--- src/rtl/dma_desc_pkg.sv ---
package dma_desc_pkg;

    localparam int WORD_W   = 16;
    localparam int MB_CALC  = 0;
    localparam int MB_CHAIN = 1;
    localparam int MB_IRQ   = 2;
    localparam int MB_MULTI = 3;
    localparam int MB_NLO   = 4;
    localparam int MB_NHI   = 6;

    typedef enum logic [1:0] {
        ST_IDLE,
        ST_FETCH,
        ST_WAIT
    } seq_state_e;

    typedef enum logic [3:0] {
        F_MODE,
        F_COUNT,
        F_SRC,
        F_OPER,
        F_DST,
        F_CHAIN_LO,
        F_CHAIN_HI,
        F_IADR_LO,
        F_IADR_HI,
        F_END
    } field_e;

endpackage

--- src/rtl/dma_desc_pick.sv ---
module dma_desc_pick #(
    parameter int NIRQ = 4,
    localparam int IW = (NIRQ > 1) ? $clog2(NIRQ) : 1
) (
    input  logic [NIRQ-1:0] pend_i,
    output logic            any_o,
    output logic [IW-1:0]   idx_o
);
    always_comb begin
        any_o = |pend_i;
        idx_o = '0;
        for (int i = NIRQ - 1; i >= 0; i--) begin
            if (pend_i[i]) idx_o = IW'(i);
        end
    end
endmodule

--- src/rtl/dma_desc_len.sv ---
module dma_desc_len
    import dma_desc_pkg::*;
#(
    parameter int PAIR_MAX  = 7,
    parameter int MAX_BYTES = 32,
    localparam int PW = $clog2(PAIR_MAX + 1)
) (
    input  logic [MB_NHI:0] mode_i,
    output logic [PW-1:0]   npairs_o,
    output logic            err_o
);
    logic [2:0] raw;
    logic [7:0] body_len;
    logic [7:0] total_len;

    always_comb begin
        raw = mode_i[MB_NHI:MB_NLO];
        if (raw == 3'd0)               npairs_o = PW'(1);
        else if (int'(raw) > PAIR_MAX) npairs_o = PW'(PAIR_MAX);
        else                           npairs_o = PW'(raw);

        body_len = mode_i[MB_MULTI] ? (8'd4 + (8'(npairs_o) << 2))
                                    : (8'd8 + (mode_i[MB_CALC] ? 8'd2 : 8'd0));
        total_len = body_len + (mode_i[MB_CHAIN] ? 8'd4 : 8'd0)
                             + (mode_i[MB_IRQ]   ? 8'd4 : 8'd0);
        err_o = total_len > 8'(MAX_BYTES);
    end
endmodule

--- src/rtl/dma_desc_step.sv ---
module dma_desc_step
    import dma_desc_pkg::*;
#(
    parameter int PAIR_MAX = 7,
    localparam int PW = $clog2(PAIR_MAX + 1)
) (
    input  field_e          fld_i,
    input  logic [PW-1:0]   pair_i,
    input  logic [PW-1:0]   npairs_i,
    input  logic [MB_MULTI:0] mode_i,
    output field_e          fld_o,
    output logic [PW-1:0]   pair_o
);
    field_e tail;
    logic [PW:0] pair_inc;

    always_comb begin
        pair_o   = pair_i;
        pair_inc = {1'b0, pair_i} + (PW+1)'(1);
        tail     = mode_i[MB_CHAIN] ? F_CHAIN_LO :
                   mode_i[MB_IRQ]   ? F_IADR_LO  : F_END;
        case (fld_i)
            F_MODE:  fld_o = F_COUNT;
            F_COUNT: begin
                fld_o  = F_SRC;
                pair_o = '0;
            end
            F_SRC:   fld_o = (!mode_i[MB_MULTI] && mode_i[MB_CALC]) ? F_OPER : F_DST;
            F_OPER:  fld_o = F_DST;
            F_DST: begin
                if (mode_i[MB_MULTI] && (pair_inc < {1'b0, npairs_i})) begin
                    fld_o  = F_SRC;
                    pair_o = pair_i + PW'(1);
                end else begin
                    fld_o = tail;
                end
            end
            F_CHAIN_LO: fld_o = F_CHAIN_HI;
            F_CHAIN_HI: fld_o = mode_i[MB_IRQ] ? F_IADR_LO : F_END;
            F_IADR_LO:  fld_o = F_IADR_HI;
            default:    fld_o = F_END;
        endcase
    end
endmodule

--- src/rtl/dma_desc_seq.sv ---
module dma_desc_seq
    import dma_desc_pkg::*;
#(
    parameter int NIRQ      = 4,
    parameter int AW        = 32,
    parameter int PAIR_MAX  = 7,
    parameter int MAX_BYTES = 32,
    localparam int IW = (NIRQ > 1) ? $clog2(NIRQ) : 1,
    localparam int PW = $clog2(PAIR_MAX + 1),
    localparam int XW = $clog2(MAX_BYTES / 2 + 1)
) (
    input  logic                     clk,
    input  logic                     rst_n,
    input  logic [NIRQ-1:0]          irq_req,
    input  logic [NIRQ*AW-1:0]       vec_table,
    output logic                     mem_req,
    output logic [AW-1:0]            mem_addr,
    input  logic                     mem_gnt,
    input  logic [WORD_W-1:0]        mem_rdata,
    output logic                     busy,
    output logic                     p_valid,
    output logic                     p_err,
    output logic [IW-1:0]            p_irq,
    output logic [WORD_W-1:0]        p_mode,
    output logic [WORD_W-1:0]        p_count,
    output logic [WORD_W-1:0]        p_oper,
    output logic [PAIR_MAX*WORD_W-1:0] p_src,
    output logic [PAIR_MAX*WORD_W-1:0] p_dst,
    output logic [2*WORD_W-1:0]      p_chain,
    output logic [2*WORD_W-1:0]      p_iadr
);

    typedef struct packed {
        seq_state_e                        st;
        logic [AW-1:0]                     base;
        logic [XW-1:0]                     widx;
        field_e                            fld;
        logic [PW-1:0]                     pair;
        logic [NIRQ-1:0]                   pend;
        logic                              chain_go;
        logic [IW-1:0]                     irq;
        logic                              busy;
        logic                              valid;
        logic                              err;
        logic [WORD_W-1:0]                 mode;
        logic [WORD_W-1:0]                 count;
        logic [WORD_W-1:0]                 oper;
        logic [PAIR_MAX-1:0][WORD_W-1:0]   src;
        logic [PAIR_MAX-1:0][WORD_W-1:0]   dst;
        logic [2*WORD_W-1:0]               chain;
        logic [2*WORD_W-1:0]               iadr;
    } seq_t;

    seq_t s_d, s_q;

    logic              pick_any;
    logic [IW-1:0]     pick_idx;
    logic [WORD_W-1:0] mode_cur;
    logic [PW-1:0]     npairs;
    logic              len_err;
    field_e            step_fld;
    logic [PW-1:0]     step_pair;

    // the mode word decides the layout while it is still on the bus
    assign mode_cur = (s_q.fld == F_MODE) ? mem_rdata : s_q.mode;

    dma_desc_pick #(.NIRQ(NIRQ)) u_pick (
        .pend_i (s_q.pend),
        .any_o  (pick_any),
        .idx_o  (pick_idx)
    );

    dma_desc_len #(.PAIR_MAX(PAIR_MAX), .MAX_BYTES(MAX_BYTES)) u_len (
        .mode_i   (mode_cur[MB_NHI:0]),
        .npairs_o (npairs),
        .err_o    (len_err)
    );

    dma_desc_step #(.PAIR_MAX(PAIR_MAX)) u_step (
        .fld_i    (s_q.fld),
        .pair_i   (s_q.pair),
        .npairs_i (npairs),
        .mode_i   (mode_cur[MB_MULTI:0]),
        .fld_o    (step_fld),
        .pair_o   (step_pair)
    );

    always_comb begin
        s_d       = s_q;
        s_d.valid = 1'b0;
        s_d.err   = 1'b0;
        s_d.pend  = s_q.pend | irq_req;
        case (s_q.st)
            ST_IDLE: begin
                if (s_q.chain_go || pick_any) begin
                    s_d.st    = ST_FETCH;
                    s_d.busy  = 1'b1;
                    s_d.widx  = '0;
                    s_d.fld   = F_MODE;
                    s_d.pair  = '0;
                    s_d.mode  = '0;
                    s_d.count = '0;
                    s_d.oper  = '0;
                    s_d.src   = '0;
                    s_d.dst   = '0;
                    s_d.chain = '0;
                    s_d.iadr  = '0;
                    if (s_q.chain_go) begin
                        s_d.chain_go = 1'b0;
                        s_d.base     = AW'(s_q.chain);
                    end else begin
                        s_d.base           = vec_table[pick_idx*AW +: AW];
                        s_d.irq            = pick_idx;
                        s_d.pend[pick_idx] = irq_req[pick_idx];
                    end
                end
            end
            ST_FETCH: begin
                if (mem_gnt) s_d.st = ST_WAIT;
            end
            ST_WAIT: begin
                case (s_q.fld)
                    F_MODE:     s_d.mode              = mem_rdata;
                    F_COUNT:    s_d.count             = mem_rdata;
                    F_SRC:      s_d.src[s_q.pair]     = mem_rdata;
                    F_OPER:     s_d.oper              = mem_rdata;
                    F_DST:      s_d.dst[s_q.pair]     = mem_rdata;
                    F_CHAIN_LO: s_d.chain[WORD_W-1:0] = mem_rdata;
                    F_CHAIN_HI: s_d.chain[2*WORD_W-1:WORD_W] = mem_rdata;
                    F_IADR_LO:  s_d.iadr[WORD_W-1:0]  = mem_rdata;
                    F_IADR_HI:  s_d.iadr[2*WORD_W-1:WORD_W]  = mem_rdata;
                    default:    ;
                endcase
                s_d.widx = s_q.widx + XW'(1);
                s_d.fld  = step_fld;
                s_d.pair = step_pair;
                if (s_q.fld == F_MODE && len_err) begin
                    s_d.st   = ST_IDLE;
                    s_d.busy = 1'b0;
                    s_d.err  = 1'b1;
                end else if (step_fld == F_END) begin
                    s_d.st       = ST_IDLE;
                    s_d.busy     = 1'b0;
                    s_d.valid    = 1'b1;
                    s_d.chain_go = mode_cur[MB_CHAIN];
                end else begin
                    s_d.st = ST_FETCH;
                end
            end
            default: s_d.st = ST_IDLE;
        endcase
    end

    always_ff @(posedge clk or negedge rst_n) begin
        if (!rst_n) s_q <= '0;
        else        s_q <= s_d;
    end

    assign mem_req  = (s_q.st == ST_FETCH);
    assign mem_addr = s_q.base + AW'({s_q.widx, 1'b0});
    assign busy     = s_q.busy;
    assign p_valid  = s_q.valid;
    assign p_err    = s_q.err;
    assign p_irq    = s_q.irq;
    assign p_mode   = s_q.mode;
    assign p_count  = s_q.count;
    assign p_oper   = s_q.oper;
    assign p_src    = s_q.src;
    assign p_dst    = s_q.dst;
    assign p_chain  = s_q.chain;
    assign p_iadr   = s_q.iadr;

    // a request waiting for grant keeps its address
    p_req_hold_r3: assert property (@(posedge clk) disable iff (!rst_n)
        (mem_req && !mem_gnt) |=> (mem_req && $stable(mem_addr)));

    // one read in flight
    p_one_out_r3: assert property (@(posedge clk) disable iff (!rst_n)
        (mem_req && mem_gnt) |=> !mem_req);

    // reads only while busy
    p_req_busy_r7: assert property (@(posedge clk) disable iff (!rst_n)
        mem_req |-> busy);

    // valid pulse ends the busy window and never meets an error
    p_valid_idle_r7: assert property (@(posedge clk) disable iff (!rst_n)
        p_valid |-> (!busy && !p_err));

    // an error stops the fetch
    p_err_stop_r8: assert property (@(posedge clk) disable iff (!rst_n)
        p_err |-> (!busy && !mem_req));

    // outputs frozen while idle
    p_hold_r11: assert property (@(posedge clk) disable iff (!rst_n)
        (!busy && !$past(busy)) |-> ($stable(p_count) && $stable(p_src) && $stable(p_iadr)));

    // the chosen line is really pending
    p_pick_r2: assert property (@(posedge clk) disable iff (!rst_n)
        pick_any |-> s_q.pend[pick_idx]);

endmodule

--- config.mk ---
export PLATFORM = sky130hd
export DESIGN_NAME = dma_desc_seq
export DESIGN_NICKNAME = d
export VERILOG_FILES = /design/src/rtl/dma_desc_pkg.sv /design/src/rtl/dma_desc_pick.sv /design/src/rtl/dma_desc_len.sv /design/src/rtl/dma_desc_step.sv /design/src/rtl/dma_desc_seq.sv
export SDC_FILE = /design/constraint.sdc
export NUM_CORES = 1
export LEC_CHECK = 0
export BUFFER_PORTS_ARGS = -buffer_cell sky130_fd_sc_hd__buf_2
export CAP_MARGIN = 40
export CORE_MARGIN = 2
export CORE_UTILIZATION = 30
export CTS_CLUSTER_DIAMETER = 30
export DETAILED_ROUTE_END_ITERATION = 10
export PLACE_DENSITY = 0.52
export SLEW_MARGIN = 0
export SYNTH_ARGS = -nofsm -noshare
export SYNTH_HDL_FRONTEND = slang
export SYNTH_SLANG_ARGS = --single-unit
--- constraint.sdc ---
create_clock -name clk -period 4.5 [get_ports clk]
set_clock_uncertainty 0.2 [all_clocks]
set_input_delay 0.45 -clock clk [delete_from_list [all_inputs] [get_ports clk]]
set_output_delay 0.45 -clock clk [all_outputs]
set_load 0.03 [all_outputs]
==> metrics.yaml <==
outcome: "completed"
cts_buffer_depth: 3
gp_congestion: 0.8449
nNetsFinal: 2431
r2r_end: "busy$_DFFE_PN0P_"
dr_total_vias: 15740
die_h_um: 259.7
synth_cell_type_count: 64
yosys-top-cells-area: "dfrtp_1 (50%), buf_4 (13%), nand2_1 (8.3%), o21ai_0 (6.0%), o31ai_1 (5.5%)"
hold_depth: 3
ys_async_sr_fraction: 1.000
place_inst: 2993
syn_area_um2: 19610
die_w_um: 259.7
holdCritStartpoint: "vec_table[69]"
tightest_slew_ns: 0.9122
nFillCells: 6408
synth.yosys.seq_area_share: 0.5003
tritoncts: "yes"
ant_nets: 0
htree_levels: 3
final_area_um2: 24620
drc: 0
cp_max_fo: 5
rr_worst_depth: 13
ys_warn_count: 0
wl_mm: 71.29
synth_cells: 2044
clockRootBuffer: "clkbuf_16"
tns_ns: 0
critPathArrivalTime_ns: 3.44
worst-r2r-setup-slack_ns: 0.66
drt_iter0_drc: 1135
cap_violations: 0
critPathSlowestCell: "a21oi_1"
stdcell_count: 3202
dieArea_um2: 67420
yosysTopAreaCellShare: 0.5003
initial_core_util: 0.3036
switching_power_mw: 6.666
synth_top_cell_by_area: "dfrtp_1"
syn_area_per_cell_um2: 9.593
p_per_area_nw_per_um2: 696.3
ioPinCount: 525
synth_edf_count: 0
drive_above_1_share: 0.3465
grt_remaining_overflow: 0
power.total_mw: 17.14
clk_pin_slew_worst_paths_ns: 0.04
first_global_vias: 15560
p_int_mw: 10.47
seqPwrFrac: 0.269
area_growth_syn_to_layout_pct: 25.55
clk_latency_ns: 0.64
path_cells: "ha_1 > inv_1 > fa_1 > nor2b_1 > o21a_1 > o21ai_0 > a21oi_1 > and2_0 > nand3_1 > xnor2_1 > buf_2"
setup.worst_path.start: "s_q[353]$_DFFE_PN0P_"
placementRows: 93
p_comb_frac: 0.316
slowest_delay_ns: 0.51
power_frac_clock: 0.415
synth.ff_latch_count: 392
syn_nets: 2212
cts.sinks: 392
setup_viol_count_final: 0
fin_ws_ns: 0.4085
hold_viol: 0
r2r-start: "s_q[350]$_DFFE_PN0P_"
worst_ir_drop_vdd_v: 0.0003665
place_area_um2: 20900
dp_worst_setup_slack_ns: 0.6881
cts_made_buffers: 95
period_minus_slack_ns: 4.091
rsz0062_at_grt: "false"
finalMaxSlewViolations: 0
worstSetupPathType: "register to primary output"
grt_pass1_wl_mm: 104.0
grt_start_max_net_pins: 109
cp-start-kind: "register"
grt_antenna_before_repair: 8
grt.total_usage: 0.2068
end_kind: "primary output"
fin_crit_sh: 0.9092
place.detailed.hpwl_mm: 50.31
io_buffers: 524
viasPerCell: 4.916
hold_class: "input port to register"
cp_data_required_time_ns: 3.85
relSlewSlack: 0.3918
coreArea_um2: 64580
p_sw_frac: 0.3889
leakage_nw: 12.16
ys.flop_type: "dfrtp_1"
routedWlPerCell_um: 22.27
drt-pass1-iter-count: 7
fmax_mhz: 244.4
hold_path_end: "s_q[363]$_DFFE_PN0P_"
flip-flops by register name, summed over array words and instances, names as in the netlist, 2 cells and up:
name	flops
p_dst	112
p_src	112
p_count	16
p_irq	2
p_chain	32
s_q	51
p_oper	16
p_mode	16
p_iadr	32
worst max-delay path: cells and delay by family, from the launching register on:
family / cells / cell delay [ns]
XOR/XNOR: 1 / 0.16
flip-flops: 1 / 0.42
adder cells (fa/ha/maj): 2 / 0.58
AO/OA/AOI/OAI: 3 / 0.77
buffers and inverters: 2 / 0.28
AND/OR/NAND/NOR: 3 / 0.64
timing repair:
| action | 4_1_cts | 5_1_grt |
|---|---|---|
| gates resized for setup | 0 | 0 |
| hold buffers | 28 | 0 |
| hold endpoints to repair | 124 | 0 |
| setup buffers | 0 | 0 |
cell families (layout without fill, tap and decap cells):
logic type | after synthesis | count (layout) | share of synthesized area
and+or+nand+nor | 568 | 568 | 0.1254
DFF | 392 | 392 | 0.5003
muxes | 11 | 11 | 0.006381
buffers and inverters | 503 | 805 | 0.1664
adders and majority gates | 17 | 17 | 0.01161
AOI/OAI and AO/OA | 517 | 517 | 0.1738
other | 0 | 1 | 0
xor gates and xnor gates | 36 | 36 | 0.01608
metrics by stage:
stage / utilization / hold slack [ns]
6_report: 0.3812 / 0.03068
5_1_grt: 0.3812 / 0.02948
4_1_cts: 0.3811 / 0.004180
3_5_place_dp: 0.3237 / 0.2611
3_3_place_gp: 0.3176 / 0.2552
2_1_floorplan: - / -0.04559
synthesized netlist by cell type (all sizes together), types with 8 or more instances:
cell,instances
inv,17
or2,8
and3,8
clkbuf,109
nand2,432
nor2b,40
xnor2,23
ha,15
o31ai,144
nor2,24
a221o,33
a21oi,22
dfrtp,392
mux2i,8
nor3,8
buf,377
xor2,13
a221oi,32
nand3,20
o21ai,255
power by group through the flow:
stage	Clock, mW	Combinational [mW]	Sequential, mW
after floorplan	0	4.05	4.44
after global placement	0	5.14	4.62
after detailed placement	0	5.41	4.64
after CTS	7.23	5.47	4.60
after global routing	7.43	5.84	4.68
final	7.12	5.41	4.61
layout by cell type (no fill, tap or decap), types with 23 or more instances in the layout:
cell,count
buf_2,523
nand2_1,420
dfrtp_1,391
o21ai_0,237
o31ai_1,144
clkbuf_16,95
nor2b_1,38
buf_4,36
a221o_1,33
a221oi_1,32
dlygate4sd3_1,28
clkbuf_8,24
nor2_1,23
xnor2_1,23
layout make-up:
cell class	count	area, um^2	area share
Sequential cell	392	9811	0.3985
Multi-Input combinational cell	1149	6643	0.2698
Timing Repair Buffer	608	3597	0.1461
Clock buffer	125	2730	0.1109
Tap cell	855	1070	0.04346
Clock inverter	55	700.7	0.02846
Inverter	17	63.81	0.002592
Antenna cell	1	2.502	0.0001017
layer usage:
layer  up-vias  routed length [um]  global-route usage
met5         -                   0                   0
met4         0                1864             0.06673
met3       141                5053             0.05224
met2       586               34290              0.3350
met1      7912               30080              0.2703
li1       7102                   -                   -
worst max path at each step:
stage	cells after the start	end
after floorplan	14	s_q[390]$_DFFE_PN0P_
after global placement	13	busy$_DFFE_PN0P_
after detailed placement	13	busy$_DFFE_PN0P_
after CTS	11	mem_addr[31]
after global routing	11	mem_addr[31]
final	11	mem_addr[27]
Note: power is estimated with default switching activity, not from simulation.
